[src/rtl/vcsr_pkg.sv]
package vcsr_pkg;
    localparam int ADDR_W    = 5;
    localparam int DATA_W    = 8;
    localparam int WIN_BYTES = 1 << ADDR_W;

    localparam logic [ADDR_W-1:0] OFS_CTRL   = ADDR_W'(16);
    localparam logic [ADDR_W-1:0] OFS_STAT   = ADDR_W'(17);
    localparam logic [ADDR_W-1:0] OFS_GEN_LO = ADDR_W'(18);

    localparam int GEN_CNT   = WIN_BYTES - int'(OFS_GEN_LO);
    localparam int GEN_IDX_W = $clog2(GEN_CNT);

    localparam int IRQ_EN_BIT = 7;
    localparam int PEND_BIT   = 7;
    localparam logic [DATA_W-1:0] STAT_ID = DATA_W'(8'h61);

    typedef enum logic [1:0] {
        SEL_NONE,
        SEL_CTRL,
        SEL_STAT,
        SEL_GEN
    } sel_e;

    typedef struct packed {
        sel_e                 sel;
        logic [GEN_IDX_W-1:0] idx;
    } dec_t;

    function automatic dec_t decode_addr(input logic [ADDR_W-1:0] a);
        dec_t d;
        d.sel = SEL_NONE;
        d.idx = '0;
        if (a == OFS_CTRL) begin
            d.sel = SEL_CTRL;
        end else if (a == OFS_STAT) begin
            d.sel = SEL_STAT;
        end else if (a >= OFS_GEN_LO) begin
            d.sel = SEL_GEN;
            d.idx = GEN_IDX_W'(a - OFS_GEN_LO);
        end
        return d;
    endfunction

    function automatic logic [DATA_W-1:0] status_view(input logic pend);
        logic [DATA_W-1:0] v;
        v = STAT_ID;
        v[PEND_BIT] = pend;
        return v;
    endfunction
endpackage

[src/rtl/vcsr_decode.sv]
module vcsr_decode
    import vcsr_pkg::*;
(
    input  logic [ADDR_W-1:0] addr_i,
    output dec_t              dec_o
);
    assign dec_o = decode_addr(addr_i);
endmodule

[src/rtl/vcsr_irq.sv]
module vcsr_irq (
    input  logic clk,
    input  logic rst,
    input  logic vsync_i,
    input  logic irq_en_i,
    input  logic clr_i,
    output logic pend_o
);
    logic vs_q;
    logic pend_q;
    logic rise;

    assign rise = vsync_i & ~vs_q;

    always_ff @(posedge clk) begin
        if (rst) begin
            vs_q   <= 1'b0;
            pend_q <= 1'b0;
        end else begin
            vs_q <= vsync_i;
            if (rise && irq_en_i) begin
                pend_q <= 1'b1;
            end else if (clr_i) begin
                pend_q <= 1'b0;
            end
        end
    end

    assign pend_o = pend_q;
endmodule

[src/rtl/vcsr_store.sv]
module vcsr_store
    import vcsr_pkg::*;
(
    input  logic                 clk,
    input  logic                 rst,
    input  logic                 we_i,
    input  logic [GEN_IDX_W-1:0] idx_i,
    input  logic [DATA_W-1:0]    wdata_i,
    output logic [DATA_W-1:0]    rdata_o
);
    logic [GEN_CNT-1:0][DATA_W-1:0] slot;

    for (genvar g = 0; g < GEN_CNT; g++) begin : g_slot
        logic [DATA_W-1:0] q;
        always_ff @(posedge clk) begin
            if (rst) begin
                q <= '0;
            end else if (we_i && (idx_i == GEN_IDX_W'(g))) begin
                q <= wdata_i;
            end
        end
        assign slot[g] = q;
    end

    always_comb begin
        rdata_o = '0;
        if (int'(idx_i) < GEN_CNT) begin
            rdata_o = slot[idx_i];
        end
    end
endmodule

[src/rtl/vcsr_top.sv]
module vcsr_top
    import vcsr_pkg::*;
(
    input  logic              clk,
    input  logic              rst,
    input  logic [ADDR_W-1:0] bus_addr,
    input  logic              bus_wr,
    input  logic [DATA_W-1:0] bus_wdata,
    output logic [DATA_W-1:0] bus_rdata,
    input  logic              vsync_i,
    output logic              irq_o
);
    dec_t              dec;
    logic [DATA_W-1:0] ctrl_q;
    logic [DATA_W-1:0] gen_rd;
    logic              pend;
    logic              stat_clr;
    logic              gen_we;

    vcsr_decode u_dec (
        .addr_i (bus_addr),
        .dec_o  (dec)
    );

    always_ff @(posedge clk) begin
        if (rst) begin
            ctrl_q <= '0;
        end else if (bus_wr && dec.sel == SEL_CTRL) begin
            ctrl_q <= bus_wdata;
        end
    end

    assign stat_clr = bus_wr && (dec.sel == SEL_STAT);
    assign gen_we   = bus_wr && (dec.sel == SEL_GEN);

    vcsr_irq u_irq (
        .clk      (clk),
        .rst      (rst),
        .vsync_i  (vsync_i),
        .irq_en_i (ctrl_q[IRQ_EN_BIT]),
        .clr_i    (stat_clr),
        .pend_o   (pend)
    );

    vcsr_store u_store (
        .clk     (clk),
        .rst     (rst),
        .we_i    (gen_we),
        .idx_i   (dec.idx),
        .wdata_i (bus_wdata),
        .rdata_o (gen_rd)
    );

    always_comb begin
        unique case (dec.sel)
            SEL_CTRL: bus_rdata = ctrl_q;
            SEL_STAT: bus_rdata = status_view(pend);
            SEL_GEN:  bus_rdata = gen_rd;
            default:  bus_rdata = '0;
        endcase
    end

    assign irq_o = pend;
endmodule

[config.mk]
export PLATFORM = sky130hd
export DESIGN_NAME = vcsr_top
export DESIGN_NICKNAME = d
export VERILOG_FILES = /design/src/rtl/vcsr_pkg.sv /design/src/rtl/vcsr_decode.sv /design/src/rtl/vcsr_irq.sv /design/src/rtl/vcsr_store.sv /design/src/rtl/vcsr_top.sv
export SDC_FILE = /design/constraint.sdc
export NUM_CORES = 1
export LEC_CHECK = 0
export ABC_AREA = 0
export BUFFER_PORTS_ARGS = -buffer_cell sky130_fd_sc_hd__buf_2
export CAP_MARGIN = 20
export CORE_ASPECT_RATIO = 2
export CORE_MARGIN = 4
export CORE_UTILIZATION = 50
export DETAILED_ROUTE_END_ITERATION = 12
export PLACE_DENSITY_LB_ADDON = 0.1
export SYNTH_ARGS = -nofsm -noshare
export SYNTH_HDL_FRONTEND = slang
export SYNTH_SLANG_ARGS = --single-unit
[constraint.sdc]
create_clock -name clk -period 4.3 [get_ports clk]
set_clock_uncertainty 0.05 [all_clocks]
set_input_delay 0.43 -clock clk [delete_from_list [all_inputs] [get_ports clk]]
set_output_delay 0.43 -clock clk [all_outputs]
set_load 0.02 [all_outputs]
; Word-level counts from Yosys, hierarchy flattened
; Index checks and enable logic that the tools add are counted.
[word_totals]
regBits = 122
input_bits = 17
out_inout_bits = 9
[op_classes]
add_sub_neg = 1
n_lt_le_gt_ge = 3
n_eq_ne = 18
mux = 11
bitwise_logic = 2
n_reduce_logical = 20
[ops]
columns = cell, n
row1 = $bmux W8 S4, 1
row2 = $eq A4 B4 Y1 const B, 6
row3 = $pmux W8 S3, 1
row4 = $logic_and A1 B1 Y1, 18
row5 = $eq A4 B3 Y1 const B, 4
row6 = $mux W8, 2
row7 = $eq A5 B5 Y1 const B, 2
row8 = $eq A4 B2 Y1 const B, 2
row9 = $mux W4, 2
row10 = $mux W6, 1
row11 = $ge A5 B5 Y1 const B, 1
row12 = $lt A4 B5 Y1 const B, 1
row13 = $eq A2 B2 Y1 const B, 2
row14 = $eq A4 B1 Y1 const B, 1
row15 = $logic_not A4 Y1, 1
row16 = $lt A4 B4 Y1 const B, 1
row17 = $mux W2, 2
row18 = $sub A4 B2 Y4 const B, 1
row19 = $eq A2 B1 Y1 const B, 1
row20 = $mux W1, 2
row21 = $reduce_bool A2 Y1, 1
row22 = $and A1 B1 Y1, 1
row23 = $not A1 Y1, 1

; Logic depth before layout (Yosys ltp)
; Gate-level depths: netlist of run 1.
[depth]
depth_word = 8
mapped_depth = 11

; Modules after synthesis
; A second synthesis of run 1 with hierarchy kept.
[unflattened]
cells_unflattened = 706
area_unflattened_um2 = 6023.3
[modules_own_cells]
columns = mod, n_inst, cells_per_inst, area_per_inst_um2
row1 = vcsr_store, 1, 621, 5277.6
row2 = vcsr_top, 1, 61, 535.5
row3 = vcsr_decode, 1, 18, 145.1
row4 = vcsr_irq, 1, 6, 65.1

; Worst setup path after synthesis of run 1
; No wires, ideal clock.
[synth_path]
path_type = input-to-output
start = input port bus_addr[1]
end = output port bus_rdata[0]
arrival_ns = 2.624
slack_ns = 1.196
path_stages = 10
n_path_buf = 3
cell_sequence = buf_4 -> inv_1 -> ha_1 -> buf_2 -> o21ba_1 -> o221ai_1 -> clkbuf_1 -> a221oi_1 -> o22ai_1 -> o31ai_1
[synth_via]
elab_chain_len = 8
[synth_lines]
columns = item, line_no
row1 = start: declaration, vcsr_top.sv:6  ; input logic [ADDR_W-1:0] bus_addr,
row2 = $sub A4 B2 Y4 or $ge A5 B5 Y1 (tied branches), "vcsr_pkg.sv:39, vcsr_pkg.sv:37"
row3 = $mux W6, vcsr_pkg.sv:37  ; end else if (a >= OFS_GEN_LO) begin
row4 = $mux W4, vcsr_pkg.sv:35  ; end else if (a == OFS_STAT) begin
row5 = $mux W4, vcsr_pkg.sv:33  ; if (a == OFS_CTRL) begin
row6 = $bmux W8 S4, vcsr_store.sv:28  ; rdata_o = slot[idx_i];
row7 = $mux W8 (not written as such), vcsr_store.sv:28
row8 = $mux W8, vcsr_store.sv:27  ; if (int'(idx_i) < GEN_CNT) begin
row9 = $pmux W8 S3 *, vcsr_top.sv:55  ; unique case (dec.sel)
row10 = end: declaration, vcsr_top.sv:9  ; output logic [DATA_W-1:0] bus_rdata,
; Mark *: on every way between the ends. The rest lies on a longest branch, timed or not. The select of a mux whose other input is x is not followed.

; Worst setup path in the final report of run 1
[layout_path]
start = input port bus_addr[1]
end = output port bus_rdata[3]
; The elaborated chain is that of the path after synthesis.

==> flow_summary.toml, run 1 <==
[route]
drc_errors = 0
dr.pass1.iters = 6
wl_per_cell_um = 22.14
initialDrtViolationCount = 588
final_antenna_net_count = 0
vias = 5007
wirelength_um = 17450
viasPerCell = 6.354

[status]
outcome = "finished, final reports clean"

[synth]
async_flop_share_pct = 0
yosys_warnings = 0
synth_flop_cell = "dfxtp_1"
synthCells = 639
synthesis.nets = 657
ys_seq_area_share_pct = 41.97
syn_area_per_cell_um2 = 9.107
synth_cell_types = 58
netlist_area_um2 = 5819
synth-seq-cells = 122
synth_edf_count = 0

[place]
gp_congestion = 0.9748
port-buffer-count = 25
dpl.hpwl_um = 12350
placedCellCount = 756

[worst_hold_path]
min_path_type = "in2reg"
min_path_cells = 2
hold_path_end = "u_irq.vs_q"
hold_path_startpoint = "vsync_i"

[clocking]
ctsHoldBuffers = 0
cts-resized-gates = 0
cts-root-buf = "clkbuf_16"
cts_tree = "built"
post_cts_buffers = 0
numCtsBuffers = 17
htree_levels = 4
cts_sinks = 122
clkSlewWorstSetupHoldPaths_ps = 60
clockBufferDepth = 2
insertion_delay_ps = 410

[critical_path]
cp.arrival_ps = 3190
rrSetupSlack_ps = 3560
critPathCaptureType = "output port"
cp.required_ps = 3820
cp_max_fo = 12
reg2regPathDepth = 2
cp-start-kind = "input pin"
timing.rr.end = "u_store.g_slot[8].q[2]"
rr_startpoint = "u_store.g_slot[8].q[2]"
critPathKind = "in2out"

[power_and_ir_drop]
p_per_area_nw_per_um2 = 433.6
peakVddDrop_mv = 0.3444
p_leak_uw = 0.002603

[floorplanning]
dieArea_um2 = 13530
design.core.area_um2 = 11350
die_w_um = 84.29
rows = 55
die_h_um = 160.6
start_util_pct = 51.25
io_pins = 26

[global_routing]
grt_max_degree = 75
grt_remaining_overflow = 0
grt_pass1_wl_um = 27590
grt_usage_pct = 26.33
antenna_found_initial = 0
grt_pass1_vias = 4921

[final_layout]
syn2layout_area_growth_pct = 12.41
fin_util_pct = 57.61
mostFrequentLayoutCell = "dfxtp_1"
layout_common_cells = "dfxtp_1, mux2i_1, nor2_1"
nets = 651
fillers = 1043
layout-drive-gt1-share_pct = 13.00
stdcell_count = 788
n_antenna_cell = 0

[sta]
max_freq_mhz = 272.4
hold_viol = 0
slew_violations = 0
layout_worst_path_cycle_share_pct = 85.36
setup_violations = 0
period_minus_slack_ps = 3671
max_slew.worst_pin.slew_ps = 965.4
rsz0062_at_grt = "false"
relSlewSlack_pct = 35.41
final.setup.tns_ps = 0

[flow_run]
maxCapViolations = 0
[registers in the layout (all words and copies together), names as in the netlist]
name / count
u_irq.pend_o: 1
u_irq.vs_q: 1
u_store.g_slot.q: 112
ctrl_q: 8
[how the worst max path moves through the flow]
stage          cells past startpoint  slack [ps]           end        start
2_1_floorplan                     10        1200  bus_rdata[0]  bus_addr[1]
3_3_place_gp                      10         750  bus_rdata[3]  bus_addr[1]
3_5_place_dp                      10         700  bus_rdata[3]  bus_addr[1]
4_1_cts                           10         710  bus_rdata[3]  bus_addr[1]
5_1_grt                           10         530  bus_rdata[3]  bus_addr[1]
6_report                          10         630  bus_rdata[3]  bus_addr[1]
[synthesized netlist by cell type, drive strengths merged (5+ instances only)]
library cell	number	area, µm²
nor2	98	367.9
nand3	36	192.7
inv	15	56.30
clkbuf	42	157.7
o211ai	13	102.6
buf	16	96.33
mux2i	109	1095
a221oi	15	131.4
o221ai	12	105.1
nor3	10	72.57
o21ai	22	113.9
o31ai	5	37.54
dfxtp	122	2442
a21oi	34	170.2
nand2	22	82.58
mux2	5	56.30
[cells by family (layout without fill, tap and decap cells)]
family                   after synthesis  count (layout)  share of synthesized area, %
AND/OR/NAND/NOR                      191             191                         15.72
buffers and inverters                 73              80                         5.332
XOR/XNOR                               1               1                        0.1505
AO/OA/AOI/OAI                        137             137                         16.84
multiplexers                         114             114                         19.78
flip-flops                           122             122                         41.97
adder cells (fa/ha/maj)                1               1                        0.2150
[power by group]
group	leakage, µW	internal, µW	switching, µW
combinational	0.00134	78.8	189
sequential	0.000984	1140	6.80
clock	0.000283	863	556
[area by class of cell]
type	instances	area, µm²	share of cell area [%]
Multi-Input combinational cell	444	3067	46.88
Clock inverter	15	165.2	2.525
Sequential cell	122	2442	37.34
Timing Repair Buffer	33	207.7	3.175
Inverter	15	56.30	0.8608
Clock buffer	17	425.4	6.503
Tap cell	142	177.7	2.716
[metrics by stage]
step	cell area, µm²	hold slack, ps	worst slack (ps)	power [µW]
2_1_floorplan	5819	383.2	1196	1354
3_3_place_gp	5923	394.2	751.5	1431
3_5_place_dp	5951	401.6	702.9	1436
4_1_cts	6541	202.6	714.1	2852
5_1_grt	6541	249.3	528.4	2921
6_report	6541	203.9	629.4	2836
[metal layers]
metal,share of wire [%],vias to the layer above,track usage [%]
met5,0,-,0
met3,6.0,73,6.006
met1,38,2395,29.37
met2,50,234,43.02
li1,-,2305,-
met4,6.6,0,19.55
[critical path, stage by stage]
cell and delay, ps:
buf_2 150, inv_1 150, ha_1 340, nor2b_4 390, or2_0 580, buf_4 300
o221ai_1 180, a22oi_1 250, a22o_1 210, buf_2 180
(Power assumes the default switching activity.)
==> run 2: changes to the inputs <==
--- a/config.mk
+++ b/config.mk
@@ -13,6 +13,8 @@
 export CORE_UTILIZATION = 50
 export DETAILED_ROUTE_END_ITERATION = 12
 export PLACE_DENSITY_LB_ADDON = 0.1
+export RECOVER_POWER = 100
+export SKIP_CTS_REPAIR_TIMING = 1
 export SYNTH_ARGS = -nofsm -noshare
 export SYNTH_HDL_FRONTEND = slang
 export SYNTH_SLANG_ARGS = --single-unit
==> run 2 against run 1 <==
  * The flow now finishes with violations (max-capacitance violations, max-slew violations)
  * Design area shrank 1.6%
  * Register-to-register slack lost 30 ps
  * Sequential power is essentially flat
  * Combinational power shrank 4%
  * Sequential cell count is the same
  * Clock power is essentially flat
  * Routed wire length grew 0.56%
  * Power shrank 0.31%
  * Cell count is the same
  * Largest cell class unchanged
  * Highest routed layer unchanged
==> flow_summary.toml, run 2 (synthesis gave the netlist of run 1 again) <==
[status]
outcome = "finished with violations"
violations = "max-capacitance violations, max-slew violations"

[flow_run]
maxCapViolations = 4

[place]
placedCellCount = 756
gp_congestion = 0.9748
dpl.hpwl_um = 12350
pre_cts_slack_ps = 702.9
port-buffer-count = 25

[sta]
setup_violations = 0
layout_worst_path_cycle_share_pct = 90.84
rsz0062_at_grt = "false"
slew_violations = 77
worst_slack_ps = 393.9
period_minus_slack_ps = 3906
max_freq_mhz = 256.0
final.setup.tns_ps = 0
relSlewSlack_pct = -45.07
hold_viol = 0
max_slew.worst_pin.slew_ps = 2176

[clocking]
cts_sinks = 122
clkSlewWorstSetupHoldPaths_ps = 60
cts-root-buf = "clkbuf_16"
htree_levels = 4
clockBufferDepth = 2
insertion_delay_ps = 410
cts_tree = "built"
numCtsBuffers = 17

[global_routing]
grt_remaining_overflow = 0
grt_usage_pct = 26.33
grt_max_degree = 75
grt_pass1_vias = 4921
antenna_found_initial = 0
grt_pass1_wl_um = 27590

[critical_path]
crit_start = "bus_addr[4]"
critPathCaptureType = "output port"
rrSetupSlack_ps = 3530
cp-start-kind = "input pin"
rr_startpoint = "u_store.g_slot[8].q[2]"
timing.rr.end = "u_store.g_slot[8].q[2]"
reg2regPathDepth = 2
cp.required_ps = 3820
crit_end = "bus_rdata[5]"
cp.arrival_ps = 3430
critPathKind = "in2out"
cp_max_fo = 20

[floorplanning]
design.core.area_um2 = 11350
io_pins = 26
die_h_um = 160.6
dieArea_um2 = 13530
rows = 55
die_w_um = 84.29
start_util_pct = 51.25

[route]
vias = 5027
final_antenna_net_count = 0
initialDrtViolationCount = 450
dr.pass1.iters = 8
wirelength_um = 17540
drc_errors = 0
wl_per_cell_um = 22.26
viasPerCell = 6.379

[power_and_ir_drop]
p_per_area_nw_per_um2 = 439.3
peakVddDrop_mv = 0.3459
p_leak_uw = 0.002534

[worst_hold_path]
min_path_type = "in2reg"
hold_path_startpoint = "vsync_i"

[final_layout]
top_regs = "u_store.g_slot.q x112, ctrl_q x8"
regMostFlops = "u_store.g_slot.q"
layout_common_cells = "dfxtp_1, mux2i_1, nor2_1"
largest_reg_flops = 112
fillers = 1054
syn2layout_area_growth_pct = 10.60
nets = 651
layout-drive-gt1-share_pct = 10.53
n_antenna_cell = 0
mostFrequentLayoutCell = "dfxtp_1"
fin_util_pct = 56.68
stdcell_count = 788
## run 2: final cells by class
| type | instances | area, µm² | share of cell area, % |
|---|---|---|---|
| Inverter | 15 | 56.30 | 0.8748 |
| Clock inverter | 15 | 165.2 | 2.566 |
| Sequential cell | 122 | 2442 | 37.95 |
| Timing Repair Buffer | 33 | 168.9 | 2.624 |
| Tap cell | 142 | 177.7 | 2.760 |
| Multi-Input combinational cell | 444 | 3000 | 46.62 |
| Clock buffer | 17 | 425.4 | 6.610 |
## run 2: per-stage QoR
| stage | area (µm²) | hold WS (ps) | power, µW |
|---|---|---|---|
| 2_1_floorplan | 5819 | 383.2 | 1354 |
| 3_3_place_gp | 5923 | 394.2 | 1431 |
| 3_5_place_dp | 5951 | 401.6 | 1436 |
| 4_1_cts | 6541 | 202.6 | 2852 |
| 5_1_grt | 6436 | 249.3 | 2910 |
| 6_report | 6436 | 209.1 | 2828 |
## run 2: worst max-delay path: stages
cell and delay (ps):
clkbuf_1 660, nor2b_1 210, buf_4 230, and3_1 520
o211ai_1 440, o21bai_1 340, o31ai_1 300, clkbuf_1 280
## run 2: worst min path at each step
stage | end | slack [ps] | depth (start not counted)
finish | u_irq.vs_q | 210 | 2
global route | u_irq.vs_q | 250 | 2
CTS | u_irq.vs_q | 200 | 2
detailed placement | u_store.g_slot[4].q[6] | 400 | 2
global placement | u_store.g_slot[4].q[3] | 390 | 2
floorplan | ctrl_q[0] | 380 | 2
## run 2: layer usage
metal	routed length [µm]	part of all wire (%)	up-vias	global-route usage, %
met2	8579	49	255	43.02
li1	-	-	2306	-
met1	6646	38	2384	29.37
met5	0	0	-	0
met3	1050	6.0	82	6.006
met4	1265	7.2	0	19.55
## run 2: power breakdown
part | internal [µW] | switching (µW)
Sequential | 1140 | 6.86
Clock | 863 | 557
Combinational | 73.6 | 184
Total | 2080 | 747
